===== config.mk =====
export PLATFORM = sky130hd
export DESIGN_NAME = host_mem_port
export DESIGN_NICKNAME = d
export VERILOG_FILES = /design/src/rtl/hmp_pkg.sv /design/src/rtl/hmp_sync.sv /design/src/rtl/hmp_grant_ctl.sv /design/src/rtl/hmp_store.sv /design/src/rtl/host_mem_port.sv
export SDC_FILE = /design/constraint.sdc
export NUM_CORES = 1
export LEC_CHECK = 0
export BUFFER_PORTS_ARGS = -buffer_cell sky130_fd_sc_hd__buf_4
export CAP_MARGIN = 40
export CELL_PAD_IN_SITES_DETAIL_PLACEMENT = 0
export CELL_PAD_IN_SITES_GLOBAL_PLACEMENT = 1
export CORE_MARGIN = 1.5
export CORE_UTILIZATION = 49
export DETAILED_ROUTE_END_ITERATION = 8
export GPL_TIMING_DRIVEN = 0
export PLACE_DENSITY_LB_ADDON = 0.1
export SKIP_LAST_GASP = 1
export SYNTH_ARGS = -nofsm -noshare
export SYNTH_HDL_FRONTEND = slang
export SYNTH_SLANG_ARGS = --single-unit

===== constraint.sdc =====
create_clock -name clk -period 2.7 [get_ports clk]
set_clock_uncertainty 0.05 [all_clocks]
set_input_delay 0.135 -clock clk [delete_from_list [all_inputs] [get_ports clk]]
set_output_delay 0.135 -clock clk [all_outputs]
set_load 0.01 [all_outputs]

===== src/rtl/hmp_pkg.sv =====
package hmp_pkg;

   typedef enum logic [1:0] {
      GS_IDLE      = 2'd0,
      GS_ARMING    = 2'd1,
      GS_HELD      = 2'd2,
      GS_RELEASING = 2'd3
   } grant_state_e;

   function automatic int unsigned max2(input int unsigned a, input int unsigned b);
      return (a > b) ? a : b;
   endfunction

endpackage


===== src/rtl/hmp_sync.sv =====
module hmp_sync #(
   parameter int unsigned W = 1,
   parameter int unsigned STAGES = 2,
   parameter logic [W-1:0] RST_VAL = '0
) (
   input  logic         clk,
   input  logic         rst_n,
   input  logic [W-1:0] d,
   output logic [W-1:0] q
);

   generate
      if (STAGES < 2) begin : g_bad_stages
         $error("hmp_sync: STAGES must be at least 2");
      end
      if (W < 1) begin : g_bad_width
         $error("hmp_sync: W must be at least 1");
      end
   endgenerate

   logic [STAGES-1:0][W-1:0] chain_q;

   always_ff @(posedge clk or negedge rst_n) begin
      if (!rst_n) begin
         chain_q <= {STAGES{RST_VAL}};
      end else begin
         chain_q <= {chain_q[STAGES-2:0], d};
      end
   end

   assign q = chain_q[STAGES-1];

endmodule


===== src/rtl/hmp_grant_ctl.sv =====
module hmp_grant_ctl
   import hmp_pkg::*;
#(
   parameter int unsigned ON_DLY  = 2,
   parameter int unsigned OFF_DLY = 1
) (
   input  logic clk,
   input  logic rst_n,
   input  logic req_act,
   input  logic stb_idle,
   output logic granted
);

   localparam int unsigned MAXD = max2(ON_DLY, OFF_DLY);
   localparam int unsigned CW   = (MAXD < 2) ? 1 : $clog2(MAXD);
   localparam logic [CW-1:0] ON_LAST  = CW'(ON_DLY - 1);
   localparam logic [CW-1:0] OFF_LAST = CW'(OFF_DLY - 1);

   generate
      if (ON_DLY < 1 || OFF_DLY < 1) begin : g_bad_dly
         $error("hmp_grant_ctl: delays must be at least 1");
      end
   endgenerate

   grant_state_e state_q, state_d;
   logic [CW-1:0] cnt_q, cnt_d;

   always_comb begin
      state_d = state_q;
      cnt_d   = cnt_q;
      unique case (state_q)
         GS_IDLE: begin
            if (req_act) begin
               state_d = GS_ARMING;
               cnt_d   = '0;
            end
         end
         GS_ARMING: begin
            if (!req_act) begin
               state_d = GS_IDLE;
            end else if (cnt_q == ON_LAST) begin
               state_d = GS_HELD;
            end else begin
               cnt_d = cnt_q + CW'(1);
            end
         end
         GS_HELD: begin
            if (!req_act && stb_idle) begin
               state_d = GS_RELEASING;
               cnt_d   = '0;
            end
         end
         GS_RELEASING: begin
            if (cnt_q == OFF_LAST) begin
               state_d = GS_IDLE;
            end else begin
               cnt_d = cnt_q + CW'(1);
            end
         end
         default: state_d = GS_IDLE;
      endcase
   end

   always_ff @(posedge clk or negedge rst_n) begin
      if (!rst_n) begin
         state_q <= GS_IDLE;
         cnt_q   <= '0;
      end else begin
         state_q <= state_d;
         cnt_q   <= cnt_d;
      end
   end

   assign granted = (state_q == GS_HELD) || (state_q == GS_RELEASING);

   p_cnt_bound_r2: assert property (@(posedge clk) disable iff (!rst_n)
      32'(cnt_q) < MAXD)
      else $error("delay counter out of range");

   p_strobe_holds_grant_r4: assert property (@(posedge clk) disable iff (!rst_n)
      (state_q == GS_HELD && !stb_idle) |=> granted)
      else $error("grant released during strobe");

endmodule


===== src/rtl/hmp_store.sv =====
module hmp_store #(
   parameter int unsigned ADDR_W = 4,
   parameter int unsigned DATA_W = 16
) (
   input  logic              clk,
   input  logic              rst_n,
   input  logic              we,
   input  logic              re,
   input  logic [ADDR_W-1:0] addr,
   input  logic [DATA_W-1:0] wdata,
   output logic [DATA_W-1:0] rdata_q
);

   localparam int unsigned DEPTH = 1 << ADDR_W;

   generate
      if (ADDR_W < 1 || ADDR_W > 10) begin : g_bad_addr
         $error("hmp_store: ADDR_W out of range");
      end
   endgenerate

   logic [DATA_W-1:0] words [DEPTH];

   always_ff @(posedge clk) begin
      if (we) begin
         words[addr] <= wdata;
      end
   end

   always_ff @(posedge clk or negedge rst_n) begin
      if (!rst_n) begin
         rdata_q <= '0;
      end else if (re) begin
         rdata_q <= words[addr];
      end
   end

   p_read_hold_r9: assert property (@(posedge clk) disable iff (!rst_n)
      !$stable(rdata_q) |-> $past(re))
      else $error("read data changed without a read");

endmodule


===== src/rtl/host_mem_port.sv =====
module host_mem_port #(
   parameter int unsigned ADDR_W        = 4,
   parameter int unsigned DATA_W        = 16,
   parameter int unsigned SYNC_STAGES   = 2,
   parameter int unsigned GRANT_ON_DLY  = 2,
   parameter int unsigned GRANT_OFF_DLY = 1
) (
   input  logic              clk,
   input  logic              rst_n,
   input  logic              host_req_n,
   output logic              host_grant_n,
   input  logic              host_strobe_n,
   input  logic              host_rw,
   input  logic [ADDR_W-1:0] host_addr,
   input  logic [DATA_W-1:0] host_wdata,
   output logic [DATA_W-1:0] host_rdata,
   output logic              host_rdata_oe
);

   localparam int unsigned PW = ADDR_W + DATA_W;

   generate
      if (DATA_W < 1) begin : g_bad_data
         $error("host_mem_port: DATA_W must be at least 1");
      end
   endgenerate

   // control bundle: {request_n, strobe_n, rw}, idle value 1,1,0
   logic [2:0]        ctrl_s;
   logic [PW-1:0]     pay_s;
   logic              req_s_n, stb_s_n, rw_s;
   logic [ADDR_W-1:0] addr_s;
   logic [DATA_W-1:0] wdata_s;

   hmp_sync #(.W(3), .STAGES(SYNC_STAGES), .RST_VAL(3'b110)) u_ctrl_sync (
      .clk   (clk),
      .rst_n (rst_n),
      .d     ({host_req_n, host_strobe_n, host_rw}),
      .q     (ctrl_s)
   );

   // payload rides alongside the strobe so it lines up with the edge detector
   hmp_sync #(.W(PW), .STAGES(SYNC_STAGES), .RST_VAL('0)) u_pay_sync (
      .clk   (clk),
      .rst_n (rst_n),
      .d     ({host_addr, host_wdata}),
      .q     (pay_s)
   );

   assign {req_s_n, stb_s_n, rw_s} = ctrl_s;
   assign {addr_s, wdata_s}        = pay_s;

   logic stb_prev_q;
   always_ff @(posedge clk or negedge rst_n) begin
      if (!rst_n) begin
         stb_prev_q <= 1'b1;
      end else begin
         stb_prev_q <= stb_s_n;
      end
   end

   logic strobe_fall, granted, wr_en, rd_en;
   assign strobe_fall = stb_prev_q & ~stb_s_n;

   hmp_grant_ctl #(.ON_DLY(GRANT_ON_DLY), .OFF_DLY(GRANT_OFF_DLY)) u_grant (
      .clk      (clk),
      .rst_n    (rst_n),
      .req_act  (~req_s_n),
      .stb_idle (stb_s_n),
      .granted  (granted)
   );

   assign wr_en = strobe_fall & granted & ~rw_s;
   assign rd_en = strobe_fall & granted & rw_s;

   hmp_store #(.ADDR_W(ADDR_W), .DATA_W(DATA_W)) u_store (
      .clk     (clk),
      .rst_n   (rst_n),
      .we      (wr_en),
      .re      (rd_en),
      .addr    (addr_s),
      .wdata   (wdata_s),
      .rdata_q (host_rdata)
   );

   assign host_grant_n  = ~granted;
   // raw select gates turn-off at once; synced select gates turn-on
   assign host_rdata_oe = granted & rw_s & host_rw;

   p_grant_after_req_r2: assert property (@(posedge clk) disable iff (!rst_n)
      $fell(host_grant_n) |-> $past(!req_s_n))
      else $error("grant without synchronised request");

   p_no_idle_write_r8: assert property (@(posedge clk) disable iff (!rst_n)
      host_grant_n |-> !wr_en)
      else $error("write while not granted");

endmodule


==> metrics <==
CP max FO 9; Detailed Routing Iterations Pass 1 5; status completed; WL final 25100 um; #FFs+latches synth 322; RSZ-0062 raised after global routing true; period utilization 0.962; Gate power share 0.075; Critical-path top delay cell nor2_2; max_cap viols 0; Final min period 2.60 ns; GRT Total Usage 0.215; Max Slew Vio Count 0; Clock power frac 0.416; share of layout cells above drive strength 1 0.278; Cell Pwr Density 789 nW/um2; Clock Sinks 322; crit path cell chain nor4bb_2, nand3b_1, nor2_2, buf_8; Synth Area in XOR/XNOR 0; routed via count 5711; chip width 158 um; root buffer cell clkbuf_16; Area growth syn-to-layout 21.3%; Clk pin slew, worst setup/hold paths 0.06 ns; Setup-failing EPs final 0; site row count 56; post-DP HPWL 16200 um; first-pass GRT wire length 37500 um; R2R depth 4; Syn Inst Count 558; antenna violations before repair 0; worst hold slack 0.0528 ns; final hold vios 0; Adder-Cell Fraction of Synth Area 0; antenna-violating nets left 0; Core Area 23500 um2; hold crit path type input pin to async pin; switching share of power 0.211; relative slew slack 0.501; FFs w/ async S/R, synth 0.205; die area 25000 um2; Reg2Reg Setup Slack 0.10 ns; sequential fraction of the synthesis area 0.794; Critical Path Source stb_prev_q; CTS max path bufs 3; critical path data required time 2.86 ns; I/O Pins 43; PortBufs 42; post-synth cell types 36; r2r startpoint stb_prev_q; largest net degree at the start of global routing 40; CP peak stage delay 0.64 ns; vias in the first global route 6043; initial core utilization 0.500; DR WL/cell 24.5 um; mux share of post-synthesis cell area 0.126; worst setup path end u_store.words[5][10]; vias per inst 5.56; VDD IR max 0.510 mV; # fillers 1736; grt ovf 0; Main synth FF type edfxtp_1; R2R Path End u_store.words[5][10]; clk_lat worst skew 0.51 ns; Psw 2.38 mW; Place WS -0.271 ns; CTS tree built; Critical Path End Type register; crit path DAT 2.76 ns; top cells by area, synth edfxtp_1 65%, dfrtp_1 13%, mux4_2 7.1%; Startpoint Class register; post-synthesis simple-gate area fraction 0.0248; Synth top area share 0.653; Worst Tran Pin Value 0.748 ns; FMAX 0.385 GHz; H-tree Lvls 2; leading area contributor after synthesis edfxtp_1; cell area after synthesis 11800 um2; Compound-Gate Fraction of Synth Area 0.0386; antenna cells 0; post-synthesis average cell area 21.1 um2; Seq pwr share 0.508; Final #Nets 708; Num CTS Buffers 34; die height 158 um; largest family of logic cells by synthesized area multiplexers; P_int 8.88 mW; Post-Syn Nets 583; Syn. warnings 0; Post-synth EDFFs 256; WS Path Type register to register; gpl congestion 0.718; leakage power 4.98 nW; final worst setup slack 0.102 ns; Post-route DRC 0; DR iter-0 viols 352
how the worst min path moves through the flow:
stage,end,depth (start not counted),from,slack [ns]
6_report,u_pay_sync.chain_q[14],2,rst_n,0.05
5_1_grt,u_store.rdata_q[13],2,rst_n,0.10
4_1_cts,u_store.rdata_q[13],2,rst_n,0.06
3_5_place_dp,u_pay_sync.chain_q[14],1,rst_n,0.06
3_3_place_gp,u_ctrl_sync.chain_q[1],1,host_strobe_n,0.19
2_1_floorplan,async pin,0,rst_n,-0.21
routing by layer:
metal	routed length, um	track usage	part of all wire	vias to the layer above
li1	-	-	-	2530
met1	11000	0.299	0.44	3010
met2	12600	0.354	0.50	134
met3	1060	0.0350	0.042	37
met4	521	0.0668	0.021	0
met5	0	0	0	-
final cells by class:
| class | count | area (um2) | share of cell area |
|---|---|---|---|
| repair buffers | 90 | 865 | 0.0606 |
| flip-flops and latches | 322 | 9350 | 0.655 |
| plain buffers | 28 | 189 | 0.0132 |
| inverters | 1 | 3.75 | 0.000263 |
| clock inverters | 16 | 173 | 0.0121 |
| clock buffers | 46 | 970 | 0.0680 |
| multi-input cells | 206 | 2330 | 0.163 |
| well taps | 319 | 399 | 0.0280 |
what timing repair did:
item,in CTS,in global routing
pin swaps,2,0
cloned,0,0
endpoints found under the hold margin,84,0
hold buffers,24,0
gates resized for setup,3,4
setup endpoints to repair,125,39
setup buffers,4,0
sequential cells by signal, summed over array words and instances (netlist names), named ones only:
register             count
u_grant.state_q          1
u_pay_sync.chain_q      20
u_ctrl_sync.q            3
stb_prev_q               1
u_store.words          256
u_pay_sync.q            20
u_grant.cnt_q            1
u_store.rdata_q         16
u_ctrl_sync.chain_q      3
synth_stat cells (4+ instances only):
| library cell | number |
|---|---|
| a211oi_1 | 9 |
| edfxtp_1 | 256 |
| mux4_2 | 37 |
| buf_6 | 4 |
| nor2_1 | 30 |
| clkbuf_1 | 4 |
| nand2_1 | 5 |
| dfstp_2 | 5 |
| o32ai_1 | 9 |
| dfrtp_1 | 61 |
| a22oi_1 | 15 |
| nand2b_1 | 4 |
| buf_2 | 13 |
| buf_4 | 4 |
| nor2b_1 | 5 |
| mux4_1 | 12 |
| nor3_1 | 4 |
| a21oi_1 | 23 |
| mux2i_1 | 32 |
| o221ai_1 | 6 |
stage by stage:
stage          power, mW  utilization  instances  instance area [um2]  setup TNS [ns]
6_report            11.3        0.606       1028                14300               0
5_1_grt             11.7        0.606       1028                14300           -1.72
4_1_cts             11.4        0.605       1028                14200               0
3_5_place_dp        6.65        0.545        939                12800          -12.14
3_3_place_gp        6.60        0.531        919                12500         -207.63
2_1_floorplan       6.20            -        558                11800               0
kinds of logic (layout without fill, tap and decap cells):
kind of cell | after synthesis | count (layout)
DFF | 322 | 322
muxes | 82 | 82
AOI/OAI and AO/OA | 66 | 66
and+or+nand+nor | 58 | 58
buffers and inverters | 30 | 181
worst max-delay path: cells and delay by family, from the launching register on:
kind / cells / cell delay [ns]
buf+inv: 1 / 0.24
flops: 1 / 0.55
simple gates: 3 / 1.47
cells in the final DEF (no fill, tap or decap), types with 4 or more instances in the layout:
master,Yosys,final
edfxtp_1,256,256
a22oi_1,15,15
buf_2,13,13
nor2b_1,5,5
nor2_4,0,5
mux4_1,12,12
o221ai_1,6,6
dfstp_2,5,5
a211oi_1,9,9
clkinv_1,0,8
buf_4,4,51
nand2_1,5,5
nor2_2,0,7
clkbuf_16,0,37
bufinv_16,0,4
a21oi_1,23,23
dlygate4sd3_1,0,24
mux4_2,37,37
nand2b_1,4,4
dfrtp_1,61,61
nor2_1,30,18
o32ai_1,9,9
buf_6,4,9
clkbuf_1,4,12
mux2i_1,32,32
buf_8,2,15
power groups by stage:
stage / registers [mW] / clock network (mW) / logic, mW
final: 5.72 / 4.69 / 0.850
after CTS: 5.73 / 4.77 / 0.864
after detailed placement: 5.82 / 0 / 0.830
after floorplan: 5.83 / 0 / 0.377
after global placement: 5.81 / 0 / 0.794
after global routing: 5.75 / 4.99 / 0.933
(Power assumes the default switching activity.)
